==> src/rtl/nsp_pkg.sv <==
package nsp_pkg;
  localparam int unsigned BYTE_W = 8;
  localparam logic [BYTE_W-1:0] CMD_READ_STATUS = 8'h70;
  localparam int unsigned RDY_BIT = 6;
  localparam int unsigned ERR_BIT = 0;

  typedef enum logic [1:0] {
    RES_PASS    = 2'b00,
    RES_FAIL    = 2'b01,
    RES_TIMEOUT = 2'b10
  } nsp_result_e;

  typedef enum logic [1:0] {
    ST_IDLE = 2'd0,
    ST_CMD  = 2'd1,
    ST_REQ  = 2'd2,
    ST_DATA = 2'd3
  } nsp_state_e;
endpackage

==> src/rtl/nsp_status_decode.sv <==
module nsp_status_decode
  import nsp_pkg::*;
#(
  parameter int unsigned W = BYTE_W
) (
  input  logic [W-1:0] byte_i,
  output logic         ready_o,
  output logic         error_o
);
  assign ready_o = byte_i[RDY_BIT];
  assign error_o = byte_i[ERR_BIT];
endmodule

==> src/rtl/nsp_poll_counter.sv <==
module nsp_poll_counter #(
  parameter int unsigned LIMIT = 100000,
  localparam int unsigned CW = $clog2(LIMIT + 1)
) (
  input  logic clk,
  input  logic rst_n,
  input  logic clr_i,
  input  logic inc_i,
  output logic last_o
);
  logic [CW-1:0] cnt_q;

  always_ff @(posedge clk) begin
    if (!rst_n || clr_i) cnt_q <= '0;
    else if (inc_i)      cnt_q <= cnt_q + CW'(1);
  end

  // the read now in flight is the final one allowed
  assign last_o = (cnt_q == CW'(LIMIT - 1));
endmodule

==> src/rtl/nsp_seq.sv <==
module nsp_seq
  import nsp_pkg::*;
(
  input  logic clk,
  input  logic rst_n,
  input  logic start_i,
  input  logic cmd_ready_i,
  input  logic rdreq_ready_i,
  input  logic rdat_valid_i,
  input  logic dev_ready_i,
  input  logic at_limit_i,
  output logic cmd_valid_o,
  output logic rdreq_valid_o,
  output logic rdat_ready_o,
  output logic busy_o,
  output logic accept_o,
  output logic beat_o,
  output logic finish_o
);
  nsp_state_e state_q, state_d;

  assign accept_o = (state_q == ST_IDLE) && start_i;
  assign beat_o   = (state_q == ST_DATA) && rdat_valid_i;
  assign finish_o = beat_o && (dev_ready_i || at_limit_i);

  always_comb begin
    state_d = state_q;
    unique case (state_q)
      ST_IDLE: if (start_i)       state_d = ST_CMD;
      ST_CMD:  if (cmd_ready_i)   state_d = ST_REQ;
      ST_REQ:  if (rdreq_ready_i) state_d = ST_DATA;
      ST_DATA: if (beat_o)        state_d = finish_o ? ST_IDLE : ST_REQ;
      default:                    state_d = ST_IDLE;
    endcase
  end

  always_ff @(posedge clk) begin
    if (!rst_n) state_q <= ST_IDLE;
    else        state_q <= state_d;
  end

  assign cmd_valid_o   = (state_q == ST_CMD);
  assign rdreq_valid_o = (state_q == ST_REQ);
  assign rdat_ready_o  = (state_q == ST_DATA);
  assign busy_o        = (state_q != ST_IDLE);
endmodule

==> src/rtl/nsp_status_poller.sv <==
module nsp_status_poller
  import nsp_pkg::*;
#(
  parameter int unsigned POLL_LIMIT = 100000
) (
  input  logic              clk,
  input  logic              rst_n,
  input  logic              start_i,
  output logic              cmd_valid_o,
  output logic [BYTE_W-1:0] cmd_byte_o,
  input  logic              cmd_ready_i,
  output logic              rdreq_valid_o,
  input  logic              rdreq_ready_i,
  input  logic              rdat_valid_i,
  input  logic [BYTE_W-1:0] rdat_byte_i,
  output logic              rdat_ready_o,
  output logic              busy_o,
  output logic              done_o,
  output logic [1:0]        result_o,
  output logic [BYTE_W-1:0] status_o
);
  logic dev_ready, dev_error, at_limit;
  logic accept, beat, finish;
  logic done_q;
  logic [1:0] result_q;
  logic [BYTE_W-1:0] status_q;

  nsp_status_decode #(.W(BYTE_W)) u_dec (
    .byte_i (rdat_byte_i),
    .ready_o(dev_ready),
    .error_o(dev_error)
  );

  nsp_poll_counter #(.LIMIT(POLL_LIMIT)) u_cnt (
    .clk   (clk),
    .rst_n (rst_n),
    .clr_i (accept),
    .inc_i (beat),
    .last_o(at_limit)
  );

  nsp_seq u_seq (
    .clk          (clk),
    .rst_n        (rst_n),
    .start_i      (start_i),
    .cmd_ready_i  (cmd_ready_i),
    .rdreq_ready_i(rdreq_ready_i),
    .rdat_valid_i (rdat_valid_i),
    .dev_ready_i  (dev_ready),
    .at_limit_i   (at_limit),
    .cmd_valid_o  (cmd_valid_o),
    .rdreq_valid_o(rdreq_valid_o),
    .rdat_ready_o (rdat_ready_o),
    .busy_o       (busy_o),
    .accept_o     (accept),
    .beat_o       (beat),
    .finish_o     (finish)
  );

  always_ff @(posedge clk) begin
    if (!rst_n) begin
      done_q   <= 1'b0;
      result_q <= RES_PASS;
      status_q <= '0;
    end else begin
      done_q <= finish;
      if (accept)    status_q <= '0;
      else if (beat) status_q <= rdat_byte_i;
      if (finish) begin
        if (!dev_ready)     result_q <= RES_TIMEOUT;
        else if (dev_error) result_q <= RES_FAIL;
        else                result_q <= RES_PASS;
      end
    end
  end

  assign cmd_byte_o = CMD_READ_STATUS;
  assign done_o     = done_q;
  assign result_o   = result_q;
  assign status_o   = status_q;
endmodule

==> config.mk <==
export PLATFORM = sky130hd
export DESIGN_NAME = nsp_status_poller
export DESIGN_NICKNAME = d
export VERILOG_FILES = /design/src/rtl/nsp_pkg.sv /design/src/rtl/nsp_status_decode.sv /design/src/rtl/nsp_poll_counter.sv /design/src/rtl/nsp_seq.sv /design/src/rtl/nsp_status_poller.sv
export SDC_FILE = /design/constraint.sdc
export NUM_CORES = 1
export LEC_CHECK = 0
export CAP_MARGIN = 20
export CORE_MARGIN = 4
export CORE_UTILIZATION = 35
export DETAILED_ROUTE_END_ITERATION = 16
export DONT_BUFFER_PORTS = 1
export PLACE_DENSITY = 0.45
export REMOVE_ABC_BUFFERS = 1
export SLEW_MARGIN = 20
export SYNTH_ARGS = -nofsm -noshare
export SYNTH_HDL_FRONTEND = slang
export SYNTH_SLANG_ARGS = --single-unit
==> constraint.sdc <==
create_clock -name clk -period 2.4 [get_ports clk]
set_input_delay 0.6 -clock clk [delete_from_list [all_inputs] [get_ports clk]]
set_output_delay 0.6 -clock clk [all_outputs]
set_load 0.01 [all_outputs]
Word-level counts from Yosys, hierarchy flattened --
Index checks and enable logic that the tools add are counted.
Word-level totals: flip-flop bits (word level) 30, input bits 14, output and inout port bits 23, logic and storage cells 33
Operators by class: add/sub/neg operators 1, equality and inequality tests 8, muxes and demuxes 8, bitwise operators 1, reductions and logical operators 10
Operators with widths (number):
- $add A17 B1 Y17 const B | 1
- $eq A17 B17 Y1 const B | 1
- $mux W2 | 6
- $pmux W2 S4 | 1
- $ne A2 B1 Y1 const B | 3
- $eq A2 B2 Y1 const B | 2
- $reduce_and A4 Y1 | 1
- $logic_and A1 B1 Y1 | 3
- $eq A2 B1 Y1 const B | 1
- $logic_not A2 Y1 | 1
- $logic_or A1 B1 Y1 | 2
- $ne A2 B2 Y1 const B | 1
- $reduce_bool A2 Y1 | 1
- $reduce_or A2 Y1 | 1
- $logic_not A1 Y1 | 1
- $mux W1 | 1
- $not A1 Y1 | 1

Logic depth before layout (Yosys ltp) --
Gate-level depths: netlist of run 1.
depth after elaboration 6, depth in mapped cells 6, gate-level depth less buffers 5

Hierarchy --
From an unflattened synthesis of run 1, not the netlist that was laid out.
Second synthesis, totals: cells, all modules 157, area total of the unflattened synthesis 1441.4 um2
By module, submodules not included:
- nsp_poll_counter | instances 1, cells an instance 94, area each 829.5 um2, seq. area each 340.3 um2
- nsp_status_poller | instances 1, cells an instance 46, area each 464.2 um2, seq. area each 220.2 um2
- nsp_seq | instances 1, cells an instance 15, area each 132.6 um2, seq. area each 40.0 um2
- nsp_status_decode | instances 1, cells an instance 2, area each 15.0 um2, seq. area each 0.0 um2

Worst setup path before layout of run 1 --
No wires, ideal clock.
path kind input -> register, start point input rdat_valid_i, end point register u_cnt.cnt_q[14], library setup time 0.059 ns, arrival 1.751 ns, required time 2.341 ns, slack 0.590 ns, stages 4, buffers on the path 0, cell sequence nand4_4 or4_4 or4_1 nand2_1
Between the ends: cells in the longest elaborated chain, start to end 1
RTL lines:
- start: declaration | line nsp_status_poller.sv:14 | input logic rdat_valid_i,
- $logic_and A1 B1 Y1 | line nsp_seq.sv:23 | assign beat_o = (state_q == ST_DATA) && rdat_valid_i;
- end signal: assignment | line nsp_poll_counter.sv:15 | else if (inc_i) cnt_q <= cnt_q + CW'(1);
- end: declaration | line nsp_poll_counter.sv:11 | logic [CW-1:0] cnt_q;
No other way between the ends. A chain may end at the register's enable or synchronous reset.

Worst setup path after layout of run 1 --
start point register u_cnt.cnt_q[0], end point register u_cnt.cnt_q[16]
Between the ends: cells in the longest elaborated chain, start to end 1
RTL lines (line):
- $add A17 B1 Y17 | nsp_poll_counter.sv:15
No other way between the ends.

==> results of run 1 <==
==> flip-flops by register name, summed over array words and instances (netlist names) <==
signal,cells
done_o,1
result_o,2
status_o,8
u_cnt.cnt_q,17
u_seq.state_q,2
==> report_power, final <==
part	internal, mW	total (mW)	switching (mW)
Clock	0.305	0.489	0.184
Combinational	0.0151	0.0438	0.0287
Sequential	0.502	0.510	0.00819
==> worst register-to-register path, delay by kind of cell (launching register included) <==
family | cells | cell delay, ps
adders and majority gates | 1 | 250
DFF | 1 | 370
and+or+nand+nor | 4 | 1240
==> cells in the mapped netlist <==
| master | instances |
|---|---|
| xnor2_1 | 8 |
| and2_1 | 1 |
| a41o_1 | 1 |
| ha_1 | 1 |
| o21ai_0 | 4 |
| a21boi_0 | 1 |
| or4b_1 | 1 |
| or3_1 | 4 |
| nor2b_1 | 2 |
| nand2_1 | 31 |
| a21oi_1 | 15 |
| nor4_1 | 5 |
| buf_4 | 8 |
| clkbuf_1 | 3 |
| o21a_1 | 1 |
| or4_4 | 2 |
| nand3_1 | 2 |
| or4_1 | 2 |
| o21ai_1 | 1 |
| nor3_1 | 2 |
| nor3b_1 | 1 |
| dfxtp_1 | 30 |
| nand4_4 | 1 |
| nand4_2 | 1 |
| inv_1 | 6 |
| nand4_1 | 4 |
| buf_2 | 1 |
| conb_1 | 2 |
| o211ai_1 | 2 |
| nor4b_1 | 1 |
| and2b_1 | 1 |
| or2_2 | 1 |
| and3_1 | 3 |
| mux4_1 | 1 |
| nor2_1 | 12 |
| xor2_1 | 2 |
==> routing by layer <==
metal	global-route usage [%]	share of wire, %
met5	0	0
met4	5.64	1.8
met3	4.40	7.1
met2	17.2	42
met1	15.1	49
==> kinds of logic after synthesis <==
family                   count (synthesis)  synth area share, %
flip-flops                              30                 43.4
buffers and inverters                   18                 7.14
adder cells (fa/ha/maj)                  1                0.903
AND/OR/NAND/NOR                         77                 29.7
XOR/XNOR                                10                 6.32
other                                    2                0.542
AO/OA/AOI/OAI                           25                 10.1
multiplexers                             1                 1.90
==> through the flow <==
stage,area [sq um],instances,utilization [%],worst slack (ps),hold WS (ps)
6_report,1520,216,40.5,494,448
4_1_cts,1520,216,40.5,479,443
3_5_place_dp,1410,208,37.6,505,469
2_1_floorplan,1330,158,-,419,453
5_1_grt,1520,216,40.5,378,438
3_3_place_gp,1410,208,37.6,546,464
==> final cells by class <==
type	count	area [sq um]	area share [%]
Inverter	6	22.5	1.49
Multi-Input combinational cell	122	708	46.7
Clock buffer	5	68.8	4.54
Timing Repair Buffer	2	15.0	0.991
Tap cell	48	60.1	3.96
Sequential cell	30	601	39.6
Clock inverter	3	40.0	2.64
==> worst min path at each step <==
stage / to / depth (start not counted) / start / slack, ps
after global routing: status_o[4] / 2 / rdat_byte_i[4] / 440
final: status_o[3] / 2 / rdat_byte_i[3] / 450
after global placement: u_cnt.cnt_q[1] / 2 / u_cnt.cnt_q[1] / 460
after floorplan: u_cnt.cnt_q[1] / 2 / u_cnt.cnt_q[1] / 450
after CTS: status_o[4] / 2 / rdat_byte_i[4] / 440
after detailed placement: u_cnt.cnt_q[1] / 2 / u_cnt.cnt_q[1] / 470
==> run summary, run 1 <==
The total inserted antenna cells was 0. The tool flagged a number of max-cap violations equal to 0. The growth of design area from synthesis to finish is 9.39%, and the H-tree depth is 2. Die boundary width: 70.9 microns. The startpoint of the worst register-to-register path is u_cnt.cnt_q[0].

The initial utilization of the core area, before any placement, comes to 37.0%. The number of buffers inserted by post-CTS setup repair came out at 0. Detailed-routing iteration count for the pre-antenna-repair pass: 4. The maximum fanout along the worst path was 5; the TritonCTS sink count was 30.

Global routing consumed, over all layers together, 11.7% of the routing resources. Setup repair after global routing left no endpoint under its margin. Summing internal, switching and leakage power gives 1.04 mW.

The number of gates resized after CTS was 0. The most critical setup path has its startpoint at u_cnt.cnt_q[0]. Setup violations remaining at the end of the flow were counted as 0. In this run the critical register-to-register path is captured at u_cnt.cnt_q[16]. The cell area that synthesis handed to floorplanning was 1390 sq um. At the worst endpoint, the arrival time is 2130 ps. Counting I/O delays and the setup requirement, the final critical path takes 1910 ps. The worst hold path belongs to the class input pin to register. The initial antenna violation count was 0.

The count of nets after finishing is 182, and the number of vias in the routed layout is 1061. STA classifies the critical path startpoint as a register. The ratio of total power to cell area was 688 nW/um^2.

Area fraction of the dominant cell type after synthesis: 43.4%. The logs give 164 for the number of instances in the synthesized netlist and 0.000345 V for the highest ir drop seen on vdd. In this run the remaining antenna-violating nets after routing total 0. Yosys attributes the largest share of cell area to dfxtp_1, nand2_1, a21oi_1. For this run, the top clock speed supported by timing is 525 MHz. Average detailed-routed wire length per instance: 13.1 microns. The number of global-route vias before repair is 1004, and the worst reg-to-reg path cell count is 5. The number of hold buffers added after CTS was 0. The count of buffering cells on the critical path with inverters included is 0, and the number of top-level design ports is 37. The analysis attributes to cell leakage a power of 0.528 nW. The number of stages on the worst setup path came out at 5. The worst setup path is of the register to register kind. The post-DP HPWL was 2070 microns; the final count of hold timing violations was 0.

The clock passes through at most 2 buffers. For the wire length reported by the detailed router, the log shows 2820 microns. The final count of pins violating max slew was 0.

After layout, the worst path uses 79.4% of the clock period. The kind of cell with the highest combined delay along the critical path is simple AND/OR/NAND/NOR gates. The run gives 52 as the violation count after the first detailed-routing iteration.

TritonCTS built the clock tree. Entering global routing, the biggest net connects 15 pins. The run gives 43.4% as the sequential-to-total area share from yosys stat. The tools report the last weighted congestion value of the routability-driven placer as 0.802.

For this run, design rule violations remaining after detail routing come to 0. The total CTS buffers was 5; the number of buffers inserted by port buffering was 0. Leaving out fill and tap cells, the most frequent cells in the layout are nand2_1, dfxtp_1, a21oi_1. The flow ran to the end, and the final reports show no timing, DRC or antenna violations.

The synthesized design contains 30 register bits. Yosys mapped the design onto 36 distinct sky130hd cell types. The core region is 3740 sq um. The Yosys step of the flow raised 0 warnings.

Cell taking the most area after synthesis: dfxtp_1. Leaving out fill and tap cells, the most frequent cell in the layout is nand2_1. The mean instance size in the synthesized netlist came out at 8.45 sq um.

At the later pin of the worst-skew pair, clock insertion delay measures 280 ps. In this run the clock root is driven by a clkbuf_8. Clock-pin slew was measured on the worst setup and hold paths at 70 ps. The worst register-to-register path has a setup slack of 490 ps. The site row count came out at 22. Of the cells placed in the final design, the portion with a size suffix greater than 1 is 8.93%. The wire length of the first global-routing pass is 4620 microns. The critical path goes through ha_1 > nand4_4 > or4_4 > or4_1 > nand2_1.

The detail-routed via count per cell is 4.91, and the final total negative setup slack is 0 ps. On the worst path, the slowest cell contributes a delay of 600 ps. Capturing element type of the critical path: a register. For the final database, setup skew stands at 6.93 ps. The slowest stage of the critical path belongs to the cell or4_4. The filler cells instantiated in the layout total 393.

For this run the aggregate overflow at the end of global routing stands at 0. The critical path ends at u_cnt.cnt_q[16]. The die span in y was 70.9 microns. The die covers 5030 sq um.

At the worst endpoint, the required time is 2620 ps.
Note: power is estimated with default switching activity, not from simulation.
==> run 2: changes to the inputs <==
PLACE_DENSITY = 0.47   (was 0.45)
clock period = 1.6 ns   (was 2.4 ns; I/O delays follow)
==> run summary, run 2 (synthesis results as in run 1) <==
The flow ran to the end, but the final reports show violations. The final reports fail on setup timing. The tools report the launch point of the worst hold path as rdat_byte_i[2] (was rdat_byte_i[3]).

The number of global-route vias before repair is 1158 (was 1004). The leakage power of the design is 0.687 nW (was 0.528 nW). The growth of design area from synthesis to finish works out to 29.2% (was 9.39%). The worst hold slack was 250 ps (was 448 ps); the area inside the core boundary was 3740 sq um (unchanged).

Share of total power in sequential cells: 47.1% (was 48.9%). The final routed DRC violation total is 0 (unchanged), and the worst setup slack after placement is -133 ps (was 505 ps). The die span in y was 70.9 microns (unchanged); the arrival time at the worst endpoint was 1840 ps (was 2130 ps). For the pin count of the biggest net entering global routing, the log shows 15 (unchanged). The run gives 336 uW (was 221 uW) as the net load switching power. The most frequent standard cell in the layout excluding fill and tap cells was nand2_1 (unchanged). The share of cells above drive strength 1 was 31.4% (was 8.93%). For the final core utilization, the log shows 47.8% (was 40.5%). The worst setup margin was -21.3 ps (was 494 ps); the die boundary width was 70.9 microns (unchanged).

The final instance area was 1790 sq um (was 1520 sq um). The highest ir drop seen on vdd was 0.000392 V (was 0.000345 V); the number of buffers inserted by port buffering was 0 (unchanged). The initial antenna violation count was 0 (unchanged). The logs give 30 (unchanged) for the TritonCTS sink count and 1820 ps (was 2620 ps) for the required time of the critical path. The violation count after the first detailed-routing iteration is 30 (was 52), and the number of max-cap violations is 0 (unchanged).

Site row count: 22 (unchanged). The post-route clock period utilization is 101% (was 79.4%). The ratio of total power to cell area came out at 902 nW/um^2 (was 688 nW/um^2).

The detail-routed via count per cell was 5.08 (was 4.91); the number of buffers inserted for hold repair after clock tree synthesis was 0 (unchanged). The capturing element type of the critical path is a register (unchanged). Most used cells in the layout excluding fill and tap cells: nand2_1, buf_4, dfxtp_1 (was nand2_1, dfxtp_1, a21oi_1). The run gives 1199 (was 1061) as the number of vias in the routed layout.

The final total negative setup slack was -33.6 ps (was 0 ps). Register ranked first by flip-flop count: u_cnt.cnt_q (unchanged). The shortest period the worst path allows was 1620 ps (was 1910 ps); the wire length reported by the detailed router was 3280 microns (was 2820 microns). Final total power: 1.61 mW (was 1.04 mW). TritonCTS built the clock tree. For the clock insertion delay at the later pin of the skew report, the log shows 280 ps (about the same). Setup repair after global routing could not meet its margin everywhere. Type of element launching the critical path: a register (unchanged). The last weighted congestion value of the routability-driven placer is 0.752 (was 0.802). Cell at the root of the clock tree: clkbuf_8 (unchanged).

The overall global routing resource usage was 14.2% (was 11.7%). The wire length of the first global-routing pass was 5580 microns (was 4620 microns). The logs give 0 (unchanged) for the final count of pins violating max slew and 5 (unchanged) for the total CTS buffers. The cell-internal power was 1.28 mW (was 822 uW).

Top achievable clock speed: 617 MHz (was 525 MHz). Kind of critical path: register to register (unchanged). The classification of the worst-slack hold path was input pin to register (unchanged).

The tools report the startpoint of the worst register-to-register path as u_cnt.cnt_q[0] (unchanged). The run gives 4 (unchanged) as the detailed-routing iteration count for the pre-antenna-repair pass. Buffer levels on the longest clock path: 2 (unchanged). The run gives 0 (unchanged) as the total congestion overflow.

The setup clock skew after layout is 3.09 ps (was 6.93 ps). The share of total power in the clock network came out at 47.8% (was 46.9%). The final count of hold timing violations was 0 (unchanged). The total inserted antenna cells is 0 (unchanged). Initial cell density of the core: 37.0% (unchanged). The clock transition at the registers of the reported paths was 60 ps (was 70 ps); the final-report setup violation count was 3 (was 0). The filler-free cell count of the finished design is 236 (was 216), and the average detailed-routed wire length per instance is 13.9 microns (was 13.1 microns). The run gives 5.1% (was 4.2%) as the relative contribution of combinational cells to total power. The area of the die was 5030 sq um (unchanged); the placement-stage cell area was 1550 sq um (was 1410 sq um). The layout filler cell count was 375 (was 393); the residual antenna-violating net count after detailed routing was 0 (unchanged). The register area was 618 sq um (was 601 sq um). The run gives 227 (was 208) as the number of placed instances with taps included.

The flip-flop count of the largest register, all copies and words added is 17 (unchanged). The maximum fanout along the worst path is 6 (was 5). For the total area of multi-input combinational cells, the log shows 792 sq um (was 708 sq um). The post-DP HPWL was 2370 microns (was 2070 microns); the H-tree depth was 2 (unchanged).

Startpoint of the worst setup timing path: u_cnt.cnt_q[0] (unchanged). The count of nets after finishing was 203 (was 182); the number of top-level design ports was 37 (unchanged). The switching portion of total power is 20.8% (was 21.2%).
==> run 2: critical path: stages (launching register included) <==
cell	delay, ps
dfxtp_2	350
buf_6	110
nand2_4	50
or4_4	540
or3_1	380
a21oi_2	120
==> run 2: path summary, 6_finish.rpt <==
kind / end / slack, ps / depth (start not counted)
setup / recovery: u_cnt.cnt_q[13] / -20 / 5
hold / removal: status_o[2] / 250 / 2
setup reg to reg: u_cnt.cnt_q[13] / -20 / 5
hold reg to reg: result_o[1] / 500 / 2
==> run 2: repair_timing <==
item | 4_1_cts | 5_1_grt
setup endpoints to repair | 7 | 9
resized for setup | 21 | 11
setup buffers | 1 | 1
pin swaps | 10 | 4
==> run 2: final cells by class <==
class                   count  area share, %
clock buffers               6           4.62
clock inverters             1           1.68
inverters                   6           1.26
multi-input cells         122           44.3
repair buffers             23           10.3
well taps                  48           3.36
flip-flops and latches     30           34.5
==> run 2: routing by layer <==
layer | routed length [microns] | share of wire (%) | GRT usage [%] | vias to the layer above
li1 | - | - | - | 598
met1 | 1430 | 44 | 17.9 | 558
met2 | 1490 | 45 | 21.2 | 36
met3 | 293 | 8.9 | 5.68 | 7
met4 | 62 | 1.9 | 6.26 | 0
met5 | 0 | 0 | 0 | -
==> run 2: power groups by stage <==
stage / Sequential (mW) / Combinational, mW / Clock (mW)
6_report: 0.760 / 0.0818 / 0.772
5_1_grt: 0.760 / 0.0906 / 0.838
4_1_cts: 0.760 / 0.0791 / 0.802
3_5_place_dp: 0.776 / 0.0792 / 0
3_3_place_gp: 0.777 / 0.0770 / 0
2_1_floorplan: 0.779 / 0.0495 / 0
==> run 3: changes to the inputs <==
GPL_TIMING_DRIVEN = 0   (was unset)
REMOVE_ABC_BUFFERS = unset   (was 1)
==> run summary, run 3 (synthesis results as in run 1) <==
The run gives 11 (was 15) as the pin count of the biggest net entering global routing. The cell at the root of the clock tree was clkbuf_8 (unchanged). The shortest period the worst path allows is 1610 ps (was 1620 ps), and the top achievable clock speed is 620 MHz (was 617 MHz). The end point of the most critical hold path was status_o[1] (was status_o[2]).

The number of cells traversed by the worst hold path was 2 (unchanged). The worst hold slack came out at 251 ps (was 250 ps). For the total CTS buffers, the log shows 5 (unchanged).

For the site row count, the log shows 22 (unchanged). The most frequent standard cell in the layout excluding fill and tap cells is nand2_1 (unchanged). The detail-routed via count per cell is 4.86 (was 5.08). Post-DP HPWL: 2270 microns (was 2370 microns). The post-route clock period utilization came out at 101% (about the same).

The run gives 0 (unchanged) as the final count of pins violating max slew. For the final routed DRC violation total, the log shows 0 (unchanged). For the share of total power in the clock network, the log shows 40.8% (was 47.8%).

The type of element launching the critical path is a register (unchanged). The kind of critical path was register to register (unchanged). The final count of hold timing violations was 0 (unchanged); the share of cells above drive strength 1 was 31.6% (was 31.4%).

The logs give 5250 microns (was 5580 microns) for the wire length of the first global-routing pass and 0.748 (was 0.752) for the last weighted congestion value of the routability-driven placer. The tools report the area inside the core boundary as 3740 sq um (unchanged). Most used cells in the layout excluding fill and tap cells: nand2_1, buf_4, dfxtp_1 (unchanged). The initial antenna violation count is 0 (unchanged). For the number of top-level design ports, the log shows 37 (unchanged).

Register ranked first by flip-flop count: u_cnt.cnt_q (unchanged). The switching portion of total power works out to 22.9% (was 20.8%). The number of max-cap violations was 0 (unchanged).

The logs give 1490 sq um (was 1550 sq um) for the placement-stage cell area and 5030 sq um (unchanged) for the area of the die. The clock insertion delay at the later pin of the skew report is 280 ps (about the same), and the die span in y is 70.9 microns (unchanged). The wire length reported by the detailed router was 3270 microns (was 3280 microns). The leakage power of the design is 0.671 nW (was 0.687 nW). The final instance area is 1820 sq um (was 1790 sq um).

The classification of the worst-slack hold path is input pin to register (unchanged). The detailed-routing iteration count for the pre-antenna-repair pass came out at 4 (unchanged). The final core utilization came out at 48.6% (was 47.8%). The ratio of total power to cell area works out to 832 nW/um^2 (was 902 nW/um^2). The tools report the count of nets after finishing as 204 (was 203). The number of vias in the routed layout was 1156 (was 1199); the worst reg-to-reg path cell count was 4 (was 5). TritonCTS sink count: 30 (unchanged).

The final total negative setup slack is -34.3 ps (was -33.6 ps). Relative contribution of combinational cells to total power: 9.2% (was 5.1%). The buffer levels on the longest clock path is 2 (unchanged). The run finished, with violations left. The required time of the critical path was 1810 ps (was 1820 ps); the number of buffers inserted by port buffering was 0 (unchanged). TritonCTS built the clock tree. The tools report the launch point of the worst hold path as rdat_byte_i[1] (was rdat_byte_i[2]).

Worst setup margin: -12.7 ps (was -21.3 ps). The run gives 1122 (was 1158) as the number of global-route vias before repair. For the highest ir drop seen on vdd, the log shows 0.000524 V (was 0.000392 V). The startpoint of the worst register-to-register path is u_cnt.cnt_q[3] (was u_cnt.cnt_q[0]). The tools report the capturing element type of the critical path as a register (unchanged). The tools report the total congestion overflow as 0 (unchanged).

The net load switching power is 347 uW (was 336 uW), and the arrival time at the worst endpoint is 1820 ps (was 1840 ps). The run gives -10 ps (was -20 ps) as the register-to-register setup slack. The flip-flop count of the largest register, all copies and words added is 17 (unchanged). Layout filler cell count: 378 (was 375). The setup clock skew after layout is 6.52 ps (was 3.09 ps), and the growth of design area from synthesis to finish is 31.3% (was 29.2%). The maximum fanout along the worst path is 7 (was 6), and the clock transition at the registers of the reported paths is 60 ps (about the same). The die boundary width is 70.9 microns (unchanged), and the overall global routing resource usage is 13.3% (was 14.2%).

The final-report setup violation count came out at 5 (was 3). The tools report the reg-to-reg critical path endpoint as u_cnt.cnt_q[11] (was u_cnt.cnt_q[13]). Setup repair after global routing could not meet its margin everywhere.

The worst setup slack after placement was -345 ps (was -133 ps); the initial cell density of the core was 37.0% (unchanged). Failing checks: setup timing (unchanged). The logs give 0 (unchanged) for the residual antenna-violating net count after detailed routing and 0 (unchanged) for the total inserted antenna cells.

The tools report the cell-internal power as 1.17 mW (was 1.28 mW). The violation count after the first detailed-routing iteration is 23 (was 30). The average detailed-routed wire length per instance came out at 13.7 microns (was 13.9 microns). For the share of total power in sequential cells, the log shows 50.0% (was 47.1%). The H-tree depth came out at 2 (unchanged).
==> run 3: cell count changes in the layout (fill, tap and decap cells not counted), sizes merged <==
cell,previous run,this run
bufinv,1,0
buf,23,22
clkinv,0,1
clkbuf,6,9
==> run 3: per-layer routing <==
layer / share of wire, % / up-vias / track usage [%]
met5: 0 / - / 0
met4: 1.0 / 0 / 5.64
met3: 6.3 / 4 / 4.55
met2: 50 / 29 / 21.4
met1: 42 / 526 / 16.2
li1: - / 597 / -
==> run 3: power by group through the flow <==
stage / registers (mW) / clock network (mW) / logic, mW
floorplan: 0.775 / 0 / 0.0744
global placement: 0.776 / 0 / 0.0877
detailed placement: 0.776 / 0 / 0.0883
CTS: 0.761 / 0.639 / 0.107
global route: 0.757 / 0.684 / 0.150
finish: 0.757 / 0.618 / 0.139
==> run 3: area by class of cell <==
class | instances | area (sq um) | share of cell area (%)
flip-flops and latches | 30 | 626 | 34.4
clock buffers | 7 | 86.3 | 4.75
repair buffers | 12 | 120 | 6.60
plain buffers | 12 | 106 | 5.85
clock inverters | 1 | 5.00 | 0.275
multi-input cells | 122 | 793 | 43.6
inverters | 6 | 22.5 | 1.24
well taps | 48 | 60.1 | 3.30
==> run 3: worst max-delay path, cell delays in order, from the launching register on <==
cell and delay [ps]:
dfxtp_2 380, nand3_4 120, or4_4 580, or3_1 340
a21oi_2 120
==> run 3: how the worst max path moves through the flow <==
stage	from	to	slack, ps	cells after the start
3_5_place_dp	u_seq.state_q[0]	status_o[0]	-350	5
3_3_place_gp	u_seq.state_q[0]	u_cnt.cnt_q[0]	-330	5
4_1_cts	u_seq.state_q[0]	u_cnt.cnt_q[13]	-50	5
2_1_floorplan	u_cnt.cnt_q[5]	u_cnt.cnt_q[15]	10	4
6_report	u_cnt.cnt_q[3]	u_cnt.cnt_q[11]	-10	4
5_1_grt	u_cnt.cnt_q[8]	result_o[0]	-110	4
==> run 3: timing repair <==
action | CTS | global route
pin swaps | 9 | 3
cloned | 0 | 1
buffers inserted | 9 | 2
resized for setup | 23 | 15
hold buffers | 0 | 0
setup endpoints to repair | 25 | 26
==> run 3: through the flow <==
| stage | power (mW) | instances |
|---|---|---|
| final | 1.51 | 238 |
| after global routing | 1.59 | 238 |
| after CTS | 1.51 | 235 |
| after detailed placement | 0.865 | 218 |
| after global placement | 0.864 | 218 |
| after floorplan | 0.849 | 170 |
